File: config.mk
export PLATFORM = sky130hd
export DESIGN_NAME = irq_resolver
export DESIGN_NICKNAME = d
export VERILOG_FILES = /design/src/rtl/irq_resolver_pkg.sv /design/src/rtl/irq_req_latch.sv /design/src/rtl/irq_prio_scan.sv /design/src/rtl/irq_svc_reg.sv /design/src/rtl/irq_resolver.sv
export SDC_FILE = /design/constraint.sdc
export NUM_CORES = 1
export LEC_CHECK = 0
export BUFFER_PORTS_ARGS = -buffer_cell sky130_fd_sc_hd__buf_4
export CAP_MARGIN = 25
export CORE_AREA = 3 3 71 73
export DETAILED_ROUTE_END_ITERATION = 8
export DIE_AREA = 0 0 74 76
export PLACE_DENSITY = 0.82
export REMOVE_ABC_BUFFERS = 1
export SYNTH_ARGS = -nofsm -noshare
export SYNTH_HDL_FRONTEND = slang
export SYNTH_SLANG_ARGS = --single-unit
File: constraint.sdc
create_clock -name clk -period 8.7 [get_ports clk]
set_input_delay 0 -clock clk [delete_from_list [all_inputs] [get_ports clk]]
set_output_delay 0 -clock clk [all_outputs]
set_load 0.02 [all_outputs]
File: src/rtl/irq_resolver_pkg.sv
package irq_resolver_pkg;
  // trigger-mode encoding, one bit per line
  typedef enum logic {
    TRIG_EDGE  = 1'b0,
    TRIG_LEVEL = 1'b1
  } trig_mode_e;

  // decoded one-hot select of a line number
  function automatic logic [7:0] line_onehot8(input logic [2:0] line);
    logic [7:0] v;
    v = '0;
    v[line] = 1'b1;
    return v;
  endfunction
endpackage

File: src/rtl/irq_req_latch.sv
module irq_req_latch #(
  parameter int N = 8
) (
  input  logic         clk,
  input  logic         rst,
  input  logic [N-1:0] req_in,
  input  logic [N-1:0] trig_q,
  input  logic [N-1:0] ack_clr,
  output logic [N-1:0] irr_q,
  output logic [N-1:0] hist_q
);
  import irq_resolver_pkg::*;

  for (genvar i = 0; i < N; i++) begin : g_line
    always_ff @(posedge clk) begin
      if (rst) begin
        irr_q[i]  <= 1'b0;
        hist_q[i] <= 1'b0;
      end else if (trig_q[i] == TRIG_LEVEL) begin
        irr_q[i]  <= req_in[i];
        hist_q[i] <= req_in[i];
      end else begin
        // acknowledge drops the bit, a fresh rising edge sets it again
        irr_q[i]  <= (irr_q[i] & ~ack_clr[i]) | (req_in[i] & ~hist_q[i]);
        hist_q[i] <= req_in[i];
      end
    end
  end
endmodule

File: src/rtl/irq_prio_scan.sv
module irq_prio_scan #(
  parameter int N   = 8,
  parameter int IDW = $clog2(N)
) (
  input  logic [N-1:0]   vec,
  input  logic [IDW-1:0] off,
  output logic [IDW:0]   prio
);
  logic [N-1:0] rot;

  // position p looks at line (p + off) mod N; N is a power of two
  for (genvar p = 0; p < N; p++) begin : g_rot
    localparam logic [IDW-1:0] PIDX = IDW'(p);
    logic [IDW-1:0] src;
    assign src    = PIDX + off;
    assign rot[p] = vec[src];
  end

  always_comb begin
    prio = (IDW+1)'(N);
    for (int p = N - 1; p >= 0; p--) begin
      if (rot[p]) prio = (IDW+1)'(p);
    end
  end
endmodule

File: src/rtl/irq_svc_reg.sv
module irq_svc_reg #(
  parameter int N   = 8,
  parameter int IDW = $clog2(N)
) (
  input  logic           clk,
  input  logic           rst,
  input  logic           set_en,
  input  logic [IDW-1:0] set_line,
  input  logic           clr_en,
  input  logic [IDW-1:0] clr_line,
  output logic [N-1:0]   isr_q
);
  logic [N-1:0] set_v, clr_v;

  always_comb begin
    set_v = '0;
    clr_v = '0;
    if (set_en) set_v[set_line] = 1'b1;
    if (clr_en) clr_v[clr_line] = 1'b1;
  end

  always_ff @(posedge clk) begin
    if (rst) isr_q <= '0;
    else     isr_q <= (isr_q & ~clr_v) | set_v;
  end
endmodule

File: src/rtl/irq_resolver.sv
module irq_resolver #(
  parameter int N            = 8,
  parameter int IDW          = $clog2(N),
  parameter bit IS_MASTER    = 1'b1,
  parameter int CASCADE_LINE = 2
) (
  input  logic           clk,
  input  logic           rst,
  input  logic [N-1:0]   req_in,
  input  logic           mask_wr,
  input  logic [N-1:0]   mask_wdata,
  input  logic           trig_wr,
  input  logic [N-1:0]   trig_wdata,
  input  logic           rot_wr,
  input  logic [IDW-1:0] rot_wdata,
  input  logic           svc_set,
  input  logic [IDW-1:0] svc_set_line,
  input  logic           svc_clr,
  input  logic [IDW-1:0] svc_clr_line,
  input  logic           nest_en,
  output logic           irq_pend,
  output logic [IDW-1:0] irq_line
);
  logic [N-1:0]   mask_q, trig_q, irr_q, hist_q, isr_q;
  logic [N-1:0]   ack_v, cand, svc_eff;
  logic [IDW-1:0] rot_q, win_line;
  logic [IDW:0]   cand_prio, svc_prio;
  logic           pend_next;

  // configuration; trigger modes survive reset
  always_ff @(posedge clk) begin
    if (rst) begin
      mask_q <= '0;
      rot_q  <= '0;
    end else begin
      if (mask_wr) mask_q <= mask_wdata;
      if (rot_wr)  rot_q  <= rot_wdata;
    end
  end

  always_ff @(posedge clk) begin
    if (trig_wr) trig_q <= trig_wdata;
  end

  always_comb begin
    ack_v = '0;
    if (svc_set) ack_v[svc_set_line] = 1'b1;
  end

  irq_req_latch #(.N(N)) u_latch (
    .clk(clk), .rst(rst), .req_in(req_in), .trig_q(trig_q),
    .ack_clr(ack_v), .irr_q(irr_q), .hist_q(hist_q)
  );

  irq_svc_reg #(.N(N), .IDW(IDW)) u_svc (
    .clk(clk), .rst(rst),
    .set_en(svc_set), .set_line(svc_set_line),
    .clr_en(svc_clr), .clr_line(svc_clr_line),
    .isr_q(isr_q)
  );

  assign cand = irr_q & ~mask_q;

  if (IS_MASTER) begin : g_master
    logic [N-1:0] skip_v;
    always_comb begin
      skip_v = '0;
      skip_v[CASCADE_LINE] = nest_en;
    end
    assign svc_eff = isr_q & ~skip_v;
  end else begin : g_slave
    assign svc_eff = isr_q;
  end

  irq_prio_scan #(.N(N), .IDW(IDW)) u_scan_req (
    .vec(cand), .off(rot_q), .prio(cand_prio)
  );

  irq_prio_scan #(.N(N), .IDW(IDW)) u_scan_svc (
    .vec(svc_eff), .off(rot_q), .prio(svc_prio)
  );

  assign win_line  = cand_prio[IDW-1:0] + rot_q;
  assign pend_next = cand_prio < svc_prio;

  always_ff @(posedge clk) begin
    if (rst) begin
      irq_pend <= 1'b0;
      irq_line <= '0;
    end else begin
      irq_pend <= pend_next;
      irq_line <= pend_next ? win_line : '0;
    end
  end
endmodule

==> impl_metrics.toml, run 1 <==
[sta]
tightest_slew_ps = 868
slew_headroom = 0.421
rsz0062_at_grt = "no"
drv_slew = 0
max_freq_ghz = 0.257
fin_setup_tns_ps = 0
setup_violations = 0
fin_crit_ps = 3880
skew_ps = 6.09
fin_crit_sh = 0.447
finalHoldViolations = 0

[finish]
area_growth_pct = 29.6
drive_above_1_share = 0.274
stdcell_count = 369
diodes = 0
nets = 364
fillCellCount = 259
final_area_mm2 = 0.00343

[cts]
clkSinkCount = 47
cts_inserted_buffers = 5
clk_latency_ps = 310
clk_path_buf_depth = 2
clk_pin_slew_ps = 100
h-tree-depth = 2
root_buffer = "clkbuf_8"
cts_tree = "built"
post_cts_buffers = 0

[flow_run]
cap_violations = 0

[synth]
netlist.area_leader.share = 0.295
ys_seq_area_frac = 0.386
avgSynthCellArea_um2 = 11.0
syn_inst = 241
synth_top_area_cell = "dfxtp_1"
syn_area_mm2 = 0.00265
ys.flop_type = "dfxtp_1"
synth-edff-count = 8
ys_warn_count = 0
synth_area_leaders = "dfxtp_1 30%, mux4_2 11%, edfxtp_1 9.1%"
async_flop_share = 0
synth_cell_types = 47
ys_ff_latch = 47

[floorplanning]
ios = 45
die_area_mm2 = 0.00562
fp.dieH_um = 76
fp-row-count = 24
initial_core_util = 0.599
core-area_mm2 = 0.00441
die_x_um = 74

[pwr]
power_frac_clock = 0.287
max-vdd-ir-drop_uv = 119
power_leakage_uw = 0.00143
powerDensity_mw_per_mm2 = 172
p_sw_uw = 174
total_power_uw = 590
p_int_uw = 416
pwr-share-comb = 0.285
p_sw_frac = 0.295
power_frac_seq = 0.428

[placement]
routabilityCongestion = 0.828
postPlaceCellArea_mm2 = 0.00300
dp.cells = 330
port_buffers = 44
dp_hpwl_um = 4230

[drt]
detail_route.iter0.violations = 136
drc = 0
vias_per_cell = 5.89
drt_pass1_iterations = 4
routed_wl_um = 6290
ant_nets = 0
vias = 2172
avgRoutedWirePerCell_um = 17.0

[worst_setup_path]
cp_slowest_stage_delay_ps = 750
cp.required_ps = 8950
path_cells = "inv_2 > ha_1 > mux4_2 > mux2_2 > nor2b_2 > nand3_1 > or3_1 > ha_1 > nand2_1 > and4b_1 > nand4_2 > a21oi_1"
crit_top_cell = "ha_1"
rr_startpoint = "rot_q[0]"
cp-start-kind = "flop"
arrival_ps = 4130
crit_path_max_fanout = 14
rrSetupSlack_ps = 4820
slowest_stage = "dfxtp_1"
timing.rr.end = "irq_line[1]"
rr_worst_depth = 12
crit_type = "flop to flop"
endpoint_kind = "flop"

[min_path]
whs_path_depth = 3
min_from = "svc_set"
hold_path.class = "input pin to flop"
hold_end = "u_svc.isr_q[3]"

[global_routing]
grt_pass1_vias = 2325
grt-ovfl-total = 0
grtUsageTotal = 0.251
antenna_found_initial = 0
grt_start_max_net_pins = 37
grt_pass1_wl_um = 11000

[outcome]
outcome = "finished clean"
## power groups by stage
stage / Combinational, uW / Sequential (uW) / Clock (uW)
floorplan: 98.5 / 263 / 0
global placement: 150 / 256 / 0
detailed placement: 155 / 257 / 0
CTS: 167 / 252 / 170
global route: 188 / 255 / 178
finish: 168 / 253 / 169
## worst max path at each step
stage                         from           to  slack [ps]  cells past startpoint
after floorplan           rot_q[0]  irq_line[1]        5190                     12
after global placement    rot_q[0]  irq_line[0]        4960                     12
after detailed placement  rot_q[0]  irq_line[1]        4840                     12
after CTS                 rot_q[0]  irq_line[1]        4820                     12
after global routing      rot_q[0]  irq_line[1]        4520                     12
final                     rot_q[0]  irq_line[1]        4820                     12
## synth_stat cells (2+ instances only)
cell type / instances
a32o_1: 8
clkbuf_1: 3
nor3_1: 2
mux2i_4: 2
or2b_1: 3
nor2b_1: 12
nor2b_4: 2
ha_1: 6
edfxtp_1: 8
o21ai_0: 7
nand3_1: 6
mux4_1: 3
o21ai_1: 4
mux2i_1: 17
o31ai_1: 2
nand2_1: 16
a21oi_1: 9
inv_1: 4
nor2_1: 25
inv_2: 2
mux4_2: 13
nand2b_1: 17
dfxtp_1: 39
mux2_2: 8
## flip-flops by register name (all words and copies together) (netlist names)
signal,flops
irq_line,3
irq_pend,1
mask_q,8
rot_q,3
trig_q,8
u_latch.hist_q,8
u_latch.irr_q,8
u_svc.isr_q,8
## area by class of cell
type / count / area, um^2 / share of cell area
multi-input combinational: 181 / 1560 / 0.456
sequential: 47 / 1020 / 0.298
timing repair buffer: 75 / 641 / 0.187
clock buffer: 5 / 68.8 / 0.0201
tap: 52 / 65.1 / 0.0190
clock inverter: 3 / 47.5 / 0.0139
inverter: 6 / 22.5 / 0.00657
## critical path: cells and delay by family, from the launching register on
kind	cells	cell delay (ps)
buf+inv	1	220
fa+ha+maj	2	850
mux	2	870
simple gates	6	970
compound gates	1	170
flops	1	750
## cells by family after synthesis
family	synth area share
adders and majority gates	0.0359
DFF	0.386
muxes	0.261
AOI/OAI and AO/OA	0.0931
and+or+nand+nor	0.182
xor gates and xnor gates	0.0189
buffers and inverters	0.0232
## per-stage QoR
step	utilization	setup slack, ps	hold slack (ps)
after floorplan	-	5190	69.1
after global placement	0.680	4960	178
after detailed placement	0.680	4840	179
after CTS	0.777	4820	3.02
after global routing	0.777	4520	44.1
final	0.777	4820	19.5
## repair_timing
action / CTS / global route
hold endpoints to repair: 35 / 0
gates resized for setup: 0 / 0
hold buffers: 31 / 0
## placed cells by master (no fill, tap or decap), types with 2 or more instances in the layout
| master | instances |
|---|---|
| mux2i_1 | 17 |
| inv_1 | 4 |
| a21oi_1 | 9 |
| nand3_1 | 6 |
| nand2_1 | 16 |
| clkbuf_8 | 5 |
| o21ai_1 | 4 |
| or2b_1 | 3 |
| edfxtp_1 | 8 |
| mux2i_4 | 2 |
| dfxtp_1 | 39 |
| nor3_1 | 2 |
| o21ai_0 | 7 |
| a32o_1 | 8 |
| buf_4 | 44 |
| nor2b_4 | 2 |
| mux2_2 | 8 |
| nor2_1 | 25 |
| dlygate4sd3_1 | 31 |
| inv_2 | 2 |
| ha_1 | 6 |
| mux4_2 | 13 |
| o31ai_1 | 2 |
| nand2b_1 | 17 |
| mux4_1 | 3 |
| nor2b_1 | 12 |
## per-layer routing
layer	share of wire	GRT usage	vias up
met5	0	0	-
met1	0.41	0.315	1047
li1	-	-	1030
met2	0.52	0.420	81
met3	0.041	0.0369	14
met4	0.027	0.105	0
Note: power is estimated with default switching activity, not from simulation.
==> run 2, diff against run 1 <==
CORE_AREA = 3 3 77 79   (was 3 3 71 73)
DIE_AREA = 0 0 80 82   (was 0 0 74 76)
PLACE_DENSITY = 0.74   (was 0.82)
clock period = 3.2 ns   (was 8.7 ns; I/O delays follow)
==> impl_metrics.toml, run 2 (synthesized netlist as in run 1, its figures left out) <==
[worst_setup_path]
crit_path_max_fanout = 4
path_cells = "inv_2 > ha_1 > mux4_2 > mux2_2 > nor2b_2 > nand3_1 > or3_1 > ha_1 > nand2_1 > and4b_1 > nand4_4 > a21boi_1"
cp-start-kind = "flop"
endpoint_kind = "flop"
cp.required_ps = 3450
arrival_ps = 3280
crit_type = "flop to flop"
crit_top_cell = "ha_1"
slowest_stage = "mux4_2"
cp_slowest_stage_delay_ps = 510

[finish]
area_growth_pct = 31.3
nets = 369
stdcell_count = 394
diodes = 0
final_area_mm2 = 0.00347
final_cell_mix = "52 x buf_4, 37 x dfxtp_1, 28 x dlygate4sd3_1"
multi_input_area_mm2 = 0.00158
layout_commonest_cell = "buf_4"
final_core_util = 0.643
drive_above_1_share = 0.304
seqCellArea_mm2 = 0.00102
fillCellCount = 419

[cts]
h-tree-depth = 2
clk_path_buf_depth = 2
clk_pin_slew_ps = 100
clk_latency_ps = 310
clkSinkCount = 47
post_cts_buffers = 0
root_buffer = "clkbuf_8"
cts_tree = "built"
cts_inserted_buffers = 5

[min_path]
hold_path.class = "input pin to flop"

[sta]
fin_setup_tns_ps = 0
setup_violations = 0
tightest_slew_ps = 379
drv_slew = 0
max_freq_ghz = 0.330
finalHoldViolations = 0
fin_crit_ps = 3030
fin_crit_sh = 0.946
skew_ps = 6.17
rsz0062_at_grt = "no"
slew_headroom = 0.747
fin_ws_ps = 173

[global_routing]
grt_pass1_vias = 2086
grtUsageTotal = 0.193
grt-ovfl-total = 0
grt_pass1_wl_um = 9660
antenna_found_initial = 0
grt_start_max_net_pins = 37

[placement]
routabilityCongestion = 0.823
dp_hpwl_um = 4300
dpl_worst_slack_ps = 197
postPlaceCellArea_mm2 = 0.00309
dp.cells = 358
port_buffers = 44

[floorplanning]
ios = 45
fp.dieH_um = 82
initial_core_util = 0.490
fp-row-count = 27
core-area_mm2 = 0.00541
die_x_um = 80
die_area_mm2 = 0.00656

[drt]
avgRoutedWirePerCell_um = 14.6
vias = 2075
wl_met1_um = 2460
routed_wl_um = 5770
ant_nets = 0
vias_per_cell = 5.27
dr_wl_met2_um = 3040
wl_met3_um = 196
drc = 0
drt_pass1_iterations = 4
top_layer = "met4"
detail_route.iter0.violations = 56

[pwr]
power_leakage_uw = 0.00144
powerDensity_mw_per_mm2 = 441
max-vdd-ir-drop_uv = 285

[outcome]
outcome = "finished clean"

[flow_run]
cap_violations = 0
## run 2: cell count changes in the layout (fill, tap and decap cells not counted), sizes merged
cell,previous run,this run
dlygate4sd3,31,28
bufinv,1,0
inv,7,8
buf,44,52
## run 2: timing repair
action / 4_1_cts / 5_1_grt
endpoints found under the setup margin: 0 / 2
gates resized for setup: 0 / 4
hold buffers: 28 / 0
endpoints found under the hold margin: 32 / 0
## run 2: power by group
group / leakage [uW] / total (uW) / internal, uW / switching (uW)
Sequential: 0.000402 / 678 / 654 / 23.8
Combinational: 0.000986 / 469 / 247 / 223
Clock: 0.0000489 / 384 / 158 / 225
## run 2: through the flow
stage | hold WS (ps) | power (uW)
5_1_grt | 3.30 | 1620
6_report | 8.12 | 1530
3_3_place_gp | 178 | 1120
4_1_cts | 3.26 | 1540
3_5_place_dp | 179 | 1130
2_1_floorplan | 69.1 | 983
## run 2: worst max-delay path: cells and delay by family (launching register included)
kind            cells  cell delay [ps]
mux                 2              800
compound gates      1              160
flops               1              350
fa+ha+maj           2              600
buf+inv             1               40
simple gates        6             1030
## run 2: area by class of cell
cell class,instances,share of cell area
Sequential cell,47,0.295
Inverter,6,0.00648
Clock buffer,5,0.0198
Multi-Input combinational cell,181,0.454
Timing Repair Buffer,80,0.193
Clock inverter,3,0.00648
Tap cell,72,0.0259
## run 2: worst paths after layout
kind                      from           to  slack (ps)  cells past startpoint
setup / recovery      rot_q[0]  irq_line[0]         170                     12
hold reg to reg      mask_q[0]    mask_q[0]         490                      2
hold / removal    rot_wdata[1]     rot_q[1]           8                      3
setup reg to reg      rot_q[0]  irq_line[0]         170                     12
## run 2: layer usage
metal	global-route usage	vias to the layer above
li1	-	1042
met1	0.229	985
met2	0.353	42
met3	0.0395	6
met4	0.0574	0
met5	0	-
==> run 3, diff against run 2 <==
CELL_PAD_IN_SITES_DETAIL_PLACEMENT = 0   (was not set)
CELL_PAD_IN_SITES_GLOBAL_PLACEMENT = 2   (was not set)
CORE_AREA = 3 3 94 96   (was 3 3 77 79)
DIE_AREA = 0 0 97 99   (was 0 0 80 82)
PLACE_DENSITY = not set   (was 0.74)
PLACE_DENSITY_LB_ADDON = 0.1   (was not set)
==> impl_metrics.toml, run 3 (synthesized netlist as in run 1, its figures left out) <==
[outcome]
outcome = "finished clean"

[cts]
cts_tree = "built"
clkSinkCount = 47
post_cts_resized = 0
cts_inserted_buffers = 5
h-tree-depth = 2
post_cts_buffers = 0
root_buffer = "clkbuf_8"
clk_latency_ps = 310
clk_path_buf_depth = 2
clk_pin_slew_ps = 110

[finish]
nets = 369
diodes = 0
layout_commonest_cell = "buf_4"
multi_input_area_mm2 = 0.00156
seqCellArea_mm2 = 0.00102
drive_above_1_share = 0.295
area_growth_pct = 32.5
fillCellCount = 796
final_area_mm2 = 0.00351
final_cell_mix = "52 x buf_4, 39 x dfxtp_1, 28 x dlygate4sd3_1"

[placement]
dp_hpwl_um = 4760
dpl_worst_slack_ps = 183
port_buffers = 44
routabilityCongestion = 0.765
postPlaceCellArea_mm2 = 0.00313

[worst_setup_path]
crit_type = "flop to flop"
slowest_stage = "mux4_2"
crit_path_max_fanout = 4
path_cells = "inv_2 > ha_1 > mux4_2 > mux2_2 > nor2b_2 > nand3_1 > or3_1 > ha_1 > nand2_1 > and4b_1 > nand4_2 > a21oi_1"
cp.required_ps = 3450
cp_slowest_stage_delay_ps = 510
endpoint_kind = "flop"
path_delay_family = "simple AND/OR/NAND/NOR gates"
critPathBufInv = 1
crit_top_cell = "ha_1"
cp-start-kind = "flop"
arrival_ps = 3290

[floorplanning]
fp.dieH_um = 99
initial_core_util = 0.325
die_x_um = 97
ios = 45
die_area_mm2 = 0.00960
core-area_mm2 = 0.00813
fp-row-count = 33

[sta]
fin_ws_ps = 159
slew_headroom = 0.725
drv_slew = 0
fin_crit_sh = 0.950
rsz0062_at_grt = "yes"
skew_ps = 9.93
fin_crit_ps = 3040
fin_setup_tns_ps = 0
tightest_slew_ps = 413
setup_violations = 0
max_freq_ghz = 0.329
finalHoldViolations = 0

[pwr]
power_frac_seq = 0.440
p_sw_frac = 0.313
p_sw_uw = 483
pwr-share-comb = 0.299
powerDensity_mw_per_mm2 = 440
power_frac_clock = 0.260
power_leakage_uw = 0.00145
max-vdd-ir-drop_uv = 188
p_int_uw = 1060

[drt]
vias = 2064
drt_pass1_iterations = 4
ant_nets = 0
routed_wl_um = 6250
vias_per_cell = 4.83
detail_route.iter0.violations = 81
avgRoutedWirePerCell_um = 14.6
drc = 0

[global_routing]
grtUsageTotal = 0.135
grt_pass1_wl_um = 10400
grt_start_max_net_pins = 37
grt-ovfl-total = 0
antenna_found_initial = 0
grt_pass1_vias = 2086

[flow_run]
cap_violations = 0

[min_path]
hold_path.class = "input pin to flop"
run 3: area by class of cell:
cell class                      count  share of cell area
Inverter                            6             0.00642
Multi-Input combinational cell    181               0.446
Tap cell                          105              0.0375
Timing Repair Buffer               80               0.191
Sequential cell                    47               0.291
Clock inverter                      3             0.00785
Clock buffer                        5              0.0196
run 3: path summary, 6_finish.rpt:
kind                                     start        endpoint  slack (ps)  cells after the start
worst max-delay path                  rot_q[1]     irq_line[1]         160                     12
worst min-delay path                   svc_set  u_svc.isr_q[1]          30                      3
worst max register to register        rot_q[1]     irq_line[1]         160                     12
worst min register to register  u_svc.isr_q[2]  u_svc.isr_q[2]         480                      2
run 3: per-layer routing:
layer,wire length (um),vias to the layer above,global-route usage,part of all wire
met4,42,0,0.0324,0.0067
li1,-,1042,-,-
met1,2840,968,0.179,0.45
met5,0,-,0,0
met2,3090,50,0.231,0.50
met3,274,4,0.0219,0.044
run 3: timing repair:
| item | 4_1_cts | 5_1_grt |
|---|---|---|
| hold buffers | 28 | 0 |
| setup endpoints to repair | 0 | 2 |
| endpoints found under the hold margin | 34 | 0 |
run 3: power by group through the flow:
stage	clock (uW)	sequential (uW)	combinational [uW]
2_1_floorplan	0	715	268
3_3_place_gp	0	693	441
3_5_place_dp	0	694	441
4_1_cts	418	681	470
5_1_grt	439	686	514
6_report	402	680	462
run 3: worst register-to-register path: stages, from the launching register on:
cell and delay, ps:
dfxtp_1 370, inv_2 50, ha_1 300, mux4_2 510
mux2_2 300, nor2b_2 130, nand3_1 100, or3_1 330
ha_1 290, nand2_1 70, and4b_1 200, nand4_2 140
a21oi_1 180
run 3: stage by stage:
step	hold WS [ps]	power (uW)	utilization	instances
after floorplan	69.1	983	-	234
after global placement	178	1130	0.385	391
after detailed placement	179	1140	0.385	391
after CTS	18.3	1570	0.431	427
after global routing	35.1	1640	0.431	427
final	26.6	1540	0.431	427
